**config.mk**
```make
export PLATFORM = sky130hd
export DESIGN_NAME = bkpt_irq_unit
export DESIGN_NICKNAME = d
export VERILOG_FILES = /design/src/rtl/bkpt_irq_pkg.sv /design/src/rtl/bkpt_addr_cmp.sv /design/src/rtl/bkpt_key_sync.sv /design/src/rtl/bkpt_irq_gen.sv /design/src/rtl/bkpt_regfile.sv /design/src/rtl/bkpt_irq_unit.sv
export SDC_FILE = /design/constraint.sdc
export NUM_CORES = 1
export LEC_CHECK = 0
export BUFFER_PORTS_ARGS = -buffer_cell sky130_fd_sc_hd__buf_2
export CORE_UTILIZATION = 53
export CTS_BUF_LIST = sky130_fd_sc_hd__clkbuf_16
export CTS_CLUSTER_DIAMETER = 40
export DETAILED_ROUTE_END_ITERATION = 10
export GPL_TIMING_DRIVEN = 0
export MAX_ROUTING_LAYER = met4
export PLACE_DENSITY = 0.84
export SETUP_SLACK_MARGIN = 0.3
export SYNTH_ARGS = -nofsm -noshare
export SYNTH_HDL_FRONTEND = slang
export SYNTH_SLANG_ARGS = --single-unit
export TNS_END_PERCENT = 100
```
**constraint.sdc**
```tcl
create_clock -name clk -period 3 [get_ports clk]
set_clock_uncertainty 0.15 [all_clocks]
set_input_delay 0.6 -clock clk [delete_from_list [all_inputs] [get_ports clk]]
set_output_delay 0.6 -clock clk [all_outputs]
set_load 0.005 [all_outputs]
```
**src/rtl/bkpt_irq_pkg.sv**
```systemverilog
package bkpt_irq_pkg;
   localparam int unsigned REG_W = 8;

   // register offsets; software depends on these
   localparam logic [7:0] OFS_CTRL  = 8'hC4;
   localparam logic [7:0] OFS_ADDR0 = 8'hC5;
   localparam logic [7:0] OFS_STAT  = 8'hC8;

   // control byte fields
   localparam int unsigned CTL_RD  = 0;
   localparam int unsigned CTL_WR  = 1;
   localparam int unsigned CTL_HIT = 2;

   // status byte fields
   localparam int unsigned STS_JMP = 0;
   localparam int unsigned STS_EN  = 1;
   localparam int unsigned STS_KEY = 2;
   localparam int unsigned STS_LVL = 3;

   typedef struct packed {
      logic brk_rd;
      logic brk_wr;
      logic ukie;
   } irq_cfg_t;
endpackage

```
**src/rtl/bkpt_addr_cmp.sv**
```systemverilog
module bkpt_addr_cmp #(
   parameter int unsigned ADDR_W  = 24,
   parameter int unsigned SMALL_W = 16
) (
   input  logic [ADDR_W-1:0] bus_addr,
   input  logic [ADDR_W-1:0] bp_addr,
   input  logic              small_model,
   output logic              match
);
   localparam int unsigned NB   = ADDR_W / 8;
   localparam int unsigned LOWB = SMALL_W / 8;

   if (SMALL_W % 8 != 0 || SMALL_W == 0 || SMALL_W >= ADDR_W) begin : g_bad_small
      $error("bkpt_addr_cmp: SMALL_W must be a non-zero byte multiple below ADDR_W");
   end

   logic [NB-1:0] byte_eq;

   for (genvar b = 0; b < NB; b++) begin : g_byte
      assign byte_eq[b] = (bus_addr[b*8 +: 8] == bp_addr[b*8 +: 8]);
   end

   logic low_eq, high_eq;
   assign low_eq  = &byte_eq[LOWB-1:0];
   assign high_eq = &byte_eq[NB-1:LOWB];
   assign match   = low_eq & (small_model | high_eq);
endmodule

```
**src/rtl/bkpt_key_sync.sv**
```systemverilog
module bkpt_key_sync #(
   parameter int unsigned STAGES = 2
) (
   input  logic clk,
   input  logic rst_n,
   input  logic key_in,
   output logic key_lvl,
   output logic key_rise
);
   if (STAGES < 1 || STAGES > 4) begin : g_bad_stages
      $error("bkpt_key_sync: STAGES must be 1 to 4");
   end

   logic [STAGES-1:0] chain;
   logic              lvl_prev;

   if (STAGES == 1) begin : g_single
      always_ff @(posedge clk or negedge rst_n) begin
         if (!rst_n) chain <= '0;
         else        chain <= key_in;
      end
   end else begin : g_multi
      always_ff @(posedge clk or negedge rst_n) begin
         if (!rst_n) chain <= '0;
         else        chain <= {chain[STAGES-2:0], key_in};
      end
   end

   always_ff @(posedge clk or negedge rst_n) begin
      if (!rst_n) lvl_prev <= 1'b0;
      else        lvl_prev <= chain[STAGES-1];
   end

   assign key_lvl  = chain[STAGES-1];
   assign key_rise = chain[STAGES-1] & ~lvl_prev;
endmodule

```
**src/rtl/bkpt_irq_gen.sv**
```systemverilog
module bkpt_irq_gen (
   input  logic clk,
   input  logic rst_n,
   input  logic bus_rd_stb,
   input  logic bus_wr_stb,
   input  logic addr_match,
   input  bkpt_irq_pkg::irq_cfg_t cfg,
   input  logic key_rise,
   output logic bk_hit,
   output logic uk_hit,
   output logic irq_pulse
);
   logic rd_q, wr_q, rd_first, wr_first;

   always_ff @(posedge clk or negedge rst_n) begin
      if (!rst_n) begin
         rd_q <= 1'b0;
         wr_q <= 1'b0;
      end else begin
         rd_q <= bus_rd_stb;
         wr_q <= bus_wr_stb;
      end
   end

   assign rd_first = bus_rd_stb & ~rd_q;
   assign wr_first = bus_wr_stb & ~wr_q;

   assign bk_hit = addr_match & ((rd_first & cfg.brk_rd) | (wr_first & cfg.brk_wr));
   assign uk_hit = key_rise & cfg.ukie;

   // a pulse is always followed by a low cycle
   always_ff @(posedge clk or negedge rst_n) begin
      if (!rst_n) irq_pulse <= 1'b0;
      else        irq_pulse <= (bk_hit | uk_hit) & ~irq_pulse;
   end
endmodule

```
**src/rtl/bkpt_regfile.sv**
```systemverilog
module bkpt_regfile #(
   parameter int unsigned ADDR_W = 24
) (
   input  logic              clk,
   input  logic              rst_n,
   input  logic [7:0]        reg_addr,
   input  logic [7:0]        reg_wdata,
   input  logic              reg_we,
   output logic [7:0]        reg_rdata,
   input  logic              bk_hit,
   input  logic              uk_hit,
   input  logic              key_lvl,
   input  logic              jmp_open,
   output logic [ADDR_W-1:0] bp_addr,
   output bkpt_irq_pkg::irq_cfg_t cfg,
   output logic              hbi_flag,
   output logic              uki_flag
);
   import bkpt_irq_pkg::*;

   localparam int unsigned NB = ADDR_W / 8;

   if (ADDR_W % 8 != 0 || NB < 1 || NB > 3) begin : g_bad_width
      $error("bkpt_regfile: ADDR_W must be 8, 16 or 24");
   end

   logic wr_ctrl, wr_stat;
   assign wr_ctrl = reg_we && (reg_addr == OFS_CTRL);
   assign wr_stat = reg_we && (reg_addr == OFS_STAT);

   logic brk_rd_q, brk_wr_q, ukie_q;

   always_ff @(posedge clk or negedge rst_n) begin
      if (!rst_n) begin
         brk_rd_q <= 1'b0;
         brk_wr_q <= 1'b0;
         ukie_q   <= 1'b0;
      end else begin
         if (wr_ctrl) begin
            brk_rd_q <= reg_wdata[CTL_RD];
            brk_wr_q <= reg_wdata[CTL_WR];
         end
         if (wr_stat) ukie_q <= reg_wdata[STS_EN];
      end
   end

   // sticky flags: an event set wins over a clearing write in the same cycle
   always_ff @(posedge clk or negedge rst_n) begin
      if (!rst_n) begin
         hbi_flag <= 1'b0;
         uki_flag <= 1'b0;
      end else begin
         if (bk_hit)                            hbi_flag <= 1'b1;
         else if (wr_ctrl && !reg_wdata[CTL_HIT]) hbi_flag <= 1'b0;
         if (uk_hit)                            uki_flag <= 1'b1;
         else if (wr_stat && !reg_wdata[STS_KEY]) uki_flag <= 1'b0;
      end
   end

   logic [7:0] addr_byte [NB];

   for (genvar b = 0; b < NB; b++) begin : g_abyte
      localparam logic [7:0] OFS = OFS_ADDR0 + 8'(b);
      always_ff @(posedge clk) begin
         if (reg_we && reg_addr == OFS) addr_byte[b] <= reg_wdata;
      end
      assign bp_addr[b*8 +: 8] = addr_byte[b];
   end

   assign cfg.brk_rd = brk_rd_q;
   assign cfg.brk_wr = brk_wr_q;
   assign cfg.ukie   = ukie_q;

   always_comb begin
      reg_rdata = '0;
      if (reg_addr == OFS_CTRL) begin
         reg_rdata[CTL_RD]  = brk_rd_q;
         reg_rdata[CTL_WR]  = brk_wr_q;
         reg_rdata[CTL_HIT] = hbi_flag;
      end else if (reg_addr == OFS_STAT) begin
         reg_rdata[STS_JMP] = jmp_open;
         reg_rdata[STS_EN]  = ukie_q;
         reg_rdata[STS_KEY] = uki_flag;
         reg_rdata[STS_LVL] = key_lvl;
      end else begin
         for (int b = 0; b < NB; b++) begin
            if (reg_addr == OFS_ADDR0 + 8'(b)) reg_rdata = addr_byte[b];
         end
      end
   end
endmodule

```
**src/rtl/bkpt_irq_unit.sv**
```systemverilog
module bkpt_irq_unit #(
   parameter int unsigned ADDR_W      = 24,
   parameter int unsigned SMALL_W     = 16,
   parameter int unsigned SYNC_STAGES = 2
) (
   input  logic              clk,
   input  logic              rst_n,
   input  logic [7:0]        reg_addr,
   input  logic [7:0]        reg_wdata,
   input  logic              reg_we,
   output logic [7:0]        reg_rdata,
   input  logic [ADDR_W-1:0] bus_addr,
   input  logic              bus_rd_stb,
   input  logic              bus_wr_stb,
   input  logic              small_model,
   input  logic              jmp_open,
   input  logic              ukey_in,
   output logic              irq_out,
   output logic              irq_oe
);
   import bkpt_irq_pkg::*;

   logic [ADDR_W-1:0] bp_addr;
   irq_cfg_t          cfg;
   logic              hbi_flag, uki_flag, ukie_en;
   logic              key_lvl, key_rise, addr_match;
   logic              bk_hit, uk_hit, irq_pulse;

   bkpt_regfile #(.ADDR_W(ADDR_W)) regs_i (
      .clk(clk), .rst_n(rst_n),
      .reg_addr(reg_addr), .reg_wdata(reg_wdata), .reg_we(reg_we), .reg_rdata(reg_rdata),
      .bk_hit(bk_hit), .uk_hit(uk_hit), .key_lvl(key_lvl), .jmp_open(jmp_open),
      .bp_addr(bp_addr), .cfg(cfg), .hbi_flag(hbi_flag), .uki_flag(uki_flag)
   );

   bkpt_addr_cmp #(.ADDR_W(ADDR_W), .SMALL_W(SMALL_W)) cmp_i (
      .bus_addr(bus_addr), .bp_addr(bp_addr), .small_model(small_model), .match(addr_match)
   );

   bkpt_key_sync #(.STAGES(SYNC_STAGES)) ksync_i (
      .clk(clk), .rst_n(rst_n), .key_in(ukey_in), .key_lvl(key_lvl), .key_rise(key_rise)
   );

   bkpt_irq_gen gen_i (
      .clk(clk), .rst_n(rst_n),
      .bus_rd_stb(bus_rd_stb), .bus_wr_stb(bus_wr_stb),
      .addr_match(addr_match), .cfg(cfg), .key_rise(key_rise),
      .bk_hit(bk_hit), .uk_hit(uk_hit), .irq_pulse(irq_pulse)
   );

   assign ukie_en = cfg.ukie;
   assign irq_oe  = cfg.brk_rd | cfg.brk_wr | cfg.ukie;
   assign irq_out = irq_pulse & irq_oe;
endmodule

```
Word-level counts from Yosys, hierarchy flattened:

Memory sizes are Yosys's and may differ from the RTL's.
Cells that the tools add are included.

* output and inout bits: 10
* RAM bits: 24
* memories kept: 1
* register bits after elaboration: 11
* input port bits: 48
* latch bits: 0
* ROM bits: 0

* reductions and logical operators: 13
* $add $sub $neg: 0
* muxes and demuxes: 23
* shift operators: 0
* div/mod/pow operators: 0
* eq/ne operators: 8
* multipliers: 0
* order comparisons: 0
* bitwise logic cells: 19

Memories
* regs_i.addr_byte: depth 3, width 8, rd ports 3, clocked after Yosys merged registers in 0, write ports 1, line bkpt_regfile.sv:60 `logic [7:0] addr_byte [NB];`

Operators by type and width (number)
* equality test 8 bit, second input constant: 5
* two-way mux 8 bit: 5
* equality test 8 bit: 3
* OR reduction 8 bit: 2
* two-way mux 1 bit: 12
* bitwise AND 1 bit: 10
* two-way mux 4 bit: 2
* logical AND 1 bit: 7
* two-way mux 5 bit: 1
* OR 1 bit: 5
* two-way mux 2 bit: 2
* NOT 1 bit: 4
* nonzero test 2 bit: 2
* two-way mux 3 bit: 1
* AND reduction 2 bit: 1
* logical NOT 1 bit: 1

Logic depth before layout (Yosys ltp):

* depth in word-level cells: 7
* gate-level depth with buffers: 5
* depth with buffers taken out: 5

By module:

From an unflattened synthesis, not the netlist that was laid out.

* cell total of the unflattened synthesis: 135
* area total of the unflattened synthesis: 1815.5 µm²

By module, submodules not included
* bkpt_regfile: cells an instance 87, instances 1, area each 1312.5 µm²
* bkpt_addr_cmp: cells an instance 33, instances 1, area each 287.8 µm²
* bkpt_irq_gen: cells an instance 9, instances 1, area each 110.1 µm²
* bkpt_key_sync: cells an instance 4, instances 1, area each 88.8 µm²
* bkpt_irq_unit: cells an instance 2, instances 1, area each 16.3 µm²

Worst setup path after synthesis:

No wires, ideal clock.

* kind: in2out
* start point: input reg_addr[4]
* end point: output reg_rdata[0]
* buffers on the path: 0
* arrival time: 1373 ps
* stages on the path: 3
* data required time: 2250 ps
* slack: 877 ps
* path through: nand4bb_4 -> or3_1 -> o22ai_1

* word-level cells in the longest chain between the ends: 6

RTL lines
* from (decl): line bkpt_irq_unit.sv:8 `input logic [7:0] reg_addr,`
* equality test 8 bit: line bkpt_regfile.sv:87 `if (reg_addr == OFS_ADDR0 + 8'(b)) reg_rdata = addr_byte[b];`
* two-way mux 8 bit (3 in series): line bkpt_regfile.sv:87
* two-way mux 4 bit: line bkpt_regfile.sv:80 `end else if (reg_addr == OFS_STAT) begin`
* two-way mux 3 bit *: line bkpt_regfile.sv:76 `if (reg_addr == OFS_CTRL) begin`
* to (decl): line bkpt_irq_unit.sv:11 `output logic [7:0] reg_rdata,`

Mark *: on every way between the ends. The rest lies on a longest branch, timed or not.

Worst setup path in the final report:

* start point: input reg_addr[0]
* end point: output reg_rdata[1]

Same word-level chain as after synthesis.

==> metrics.yaml <==
run_status:
  status: "complete, no violations"
synthesis:
  synth_ff_type: "edfxtp_1"
  synthSimpleGateAreaFrac_pct: 13.0
  yosysTopAreaCell: "edfxtp_1"
  synthXorXnorAreaFrac_pct: 12.3
  synthMostInstantiatedCell: "edfxtp_1"
  ys_ff_latch: 35
  syn-num-nets: 176
  async_reset_ff_share_pct: 31.4
  synth_cell_types: 32
  muxShareOfSynthArea_pct: 7.24
  synthTopCellsByCount: "edfxtp_1, xnor2_1, a22oi_1, dfrtp_1, mux2_2"
  syn_avg_cell_area_um2: 13.4
  synth_top_family_by_area: "simple AND/OR/NAND/NOR gates"
  synth_top_area_share_pct: 42.1
  syn_inst: 128
  synth-compound-area-share_pct: 7.89
  yosysSeqAreaShare_pct: 58.2
  synth-edff-count: 24
  yosys.area_share.adder_pct: 0
  netlist_area_mm2: 0.00171
  synth_warnings: 0
  ys_top_cells_by_area: "edfxtp_1, dfrtp_1, xnor2_1"
setup_path:
  critical_path.startpoint: "reg_addr[0]"
  start_kind: "input port"
  arrival_ns: 1.76
  path_max_fanout: 10
  timing.rr.end: "gen_i.irq_pulse"
  slowest_delay_ns: 0.30
  path_class: "in -> out"
  r2r-start: "regs_i.addr_byte[0][11]"
  cp_cell_sequence: "buf_2, buf_6, inv_2, nor2_2, a22oi_1, o22ai_1, buf_2"
  r2r_setup_slack_ns: 1.45
  cp_num_buf_inv: 4
  worst_path_most_repeated_cell: "buf_2"
  slowest_stage: "nor2_2"
  cp-end-kind: "output port"
  crit_cells: 7
  worst_ep_required_time_ns: 2.25
  crit_path_end: "reg_rdata[1]"
  rr_worst_depth: 5
  crit_family: "buffers and inverters"
timing:
  timing.setup.tns_ns: 0
  setup_slack_ns: 0.489
  drv_slew: 0
  setup_violations: 0
  fmax_mhz: 398
  timing.final.crit_share_pct: 83.7
  grt_setup_unrepaired: "no"
  max_slew_margin_pct: 47.0
  period_needed_ns: 2.51
  worstMarginPinSlew_ns: 0.793
  final_hold_viol_count: 0
clock_tree:
  clock-sinks: 35
  clockBufferDepth: 2
  htreeDepth: 2
  clkTransAtPathRegs_ns: 0.06
  cts_hold_buf: 0
  cts_root_buffer: "clkbuf_16"
  cts_tree: "done"
  postCtsResizedCells: 0
  numCtsBuffers: 5
  insertion_delay_ns: 0.28
  postCtsSetupBuffers: 0
final_layout:
  diodes: 0
  fin_cells: 237
  drive_above_1_share_pct: 43.0
  regMostFlops: "regs_i.addr_byte"
  area_delta_synth_final_pct: 30.8
  nNetsFinal: 240
  largest_register_ffs: 24
  reg.largest.list: "regs_i.addr_byte (24), ksync_i.chain (2)"
power:
  power_leakage_nw: 0.909
  power.density_mw_per_mm2: 562
  power.total_mw: 1.26
  max-vdd-ir-drop_mv: 0.465
routing:
  drtPass1Iterations: 4
  via_per_inst: 5.41
  first_iter_violations: 64
  ant_nets: 0
  routed_wl_um: 3890
  vias: 1282
  drc: 0
  avgRoutedWirePerCell_um: 16.4
floorplanning:
  die_y_um: 58.8
  io_pins: 58
  core_mm2: 0.00305
  initial_core_util_pct: 56.1
  rows: 20
  die_x_um: 58.8
  die_area_mm2: 0.00346
place:
  post-place-ws_ns: 0.495
  place_inst: 229
  portBuffers: 57
  place.gp.congestion: 0.818
  dp_hpwl_um: 2860
global_routing:
  grt_pass1_wl_um: 6290
  grt_pass1_vias: 1362
  grt_max_degree: 13
  antenna_found_initial: 0
  grt_overflow: 0
  grt_usage_pct: 26.3
job:
  drv_cap: 0
hold_path:
  hp-class: "in -> async"
stage by stage:
stage	utilization (%)	hold WS [ns]	area, µm²
after global routing	73.3	0.0429	2240
final	73.3	0.0283	2240
after floorplan	-	0.154	1710
after detailed placement	67.2	0.208	2050
after CTS	73.3	0.0326	2240
after global placement	67.2	0.187	2050
cell usage in the layout (no fill, tap or decap), types with 3 or more instances in the layout:
| cell | instances |
|---|---|
| buf_2 | 58 |
| edfxtp_1 | 24 |
| xnor2_1 | 20 |
| mux2_2 | 11 |
| a22oi_1 | 11 |
| dfrtp_1 | 11 |
| nor2_1 | 7 |
| clkbuf_16 | 6 |
| nand4_1 | 5 |
| xor2_1 | 4 |
| nand3_1 | 3 |
| o22ai_1 | 3 |
| nand2_1 | 3 |
| o21ai_0 | 3 |
cell families after synthesis:
kind of cell,after synthesis
compound gates,20
xor+xnor,24
buf+inv,4
flops,35
mux,11
simple gates,34
cell type report:
class                      count  area, µm²
inverter                       1       3.75
clock inverter                 2       36.3
sequential                    35        996
buffer                         3       20.0
tap                           44       55.1
fill                         215        815
multi-input combinational     89        692
clock buffer                   6        150
timing repair buffer          57        285
power by group:
| part | switching [mW] | internal [mW] | total (mW) |
|---|---|---|---|
| clock | 0.191 | 0.442 | 0.634 |
| sequential | 0.00428 | 0.524 | 0.529 |
| combinational | 0.0462 | 0.0505 | 0.0966 |
| total | 0.242 | 1.02 | 1.26 |
layer usage:
layer / vias to the layer above / part of all wire, % / GRT usage [%]
met3: 6 / 6.4 / 6.15
met5: - / 0 / -
met4: 0 / 1.1 / 7.14
met1: 604 / 41 / 31.0
met2: 63 / 52 / 45.3
li1: 609 / - / -
worst min-delay path by stage:
| stage | startpoint | to | slack (ns) | cells past startpoint |
|---|---|---|---|---|
| floorplan | rst_n | gen_i.irq_pulse | 0.15 | 0 |
| global placement | ksync_i.chain[0] | ksync_i.chain[1] | 0.19 | 0 |
| detailed placement | ksync_i.chain[0] | ksync_i.chain[1] | 0.21 | 0 |
| CTS | rst_n | regs_i.ukie_q | 0.03 | 1 |
| global route | rst_n | gen_i.irq_pulse | 0.04 | 1 |
| finish | rst_n | regs_i.uki_flag | 0.03 | 1 |
(Power assumes the default switching activity.)
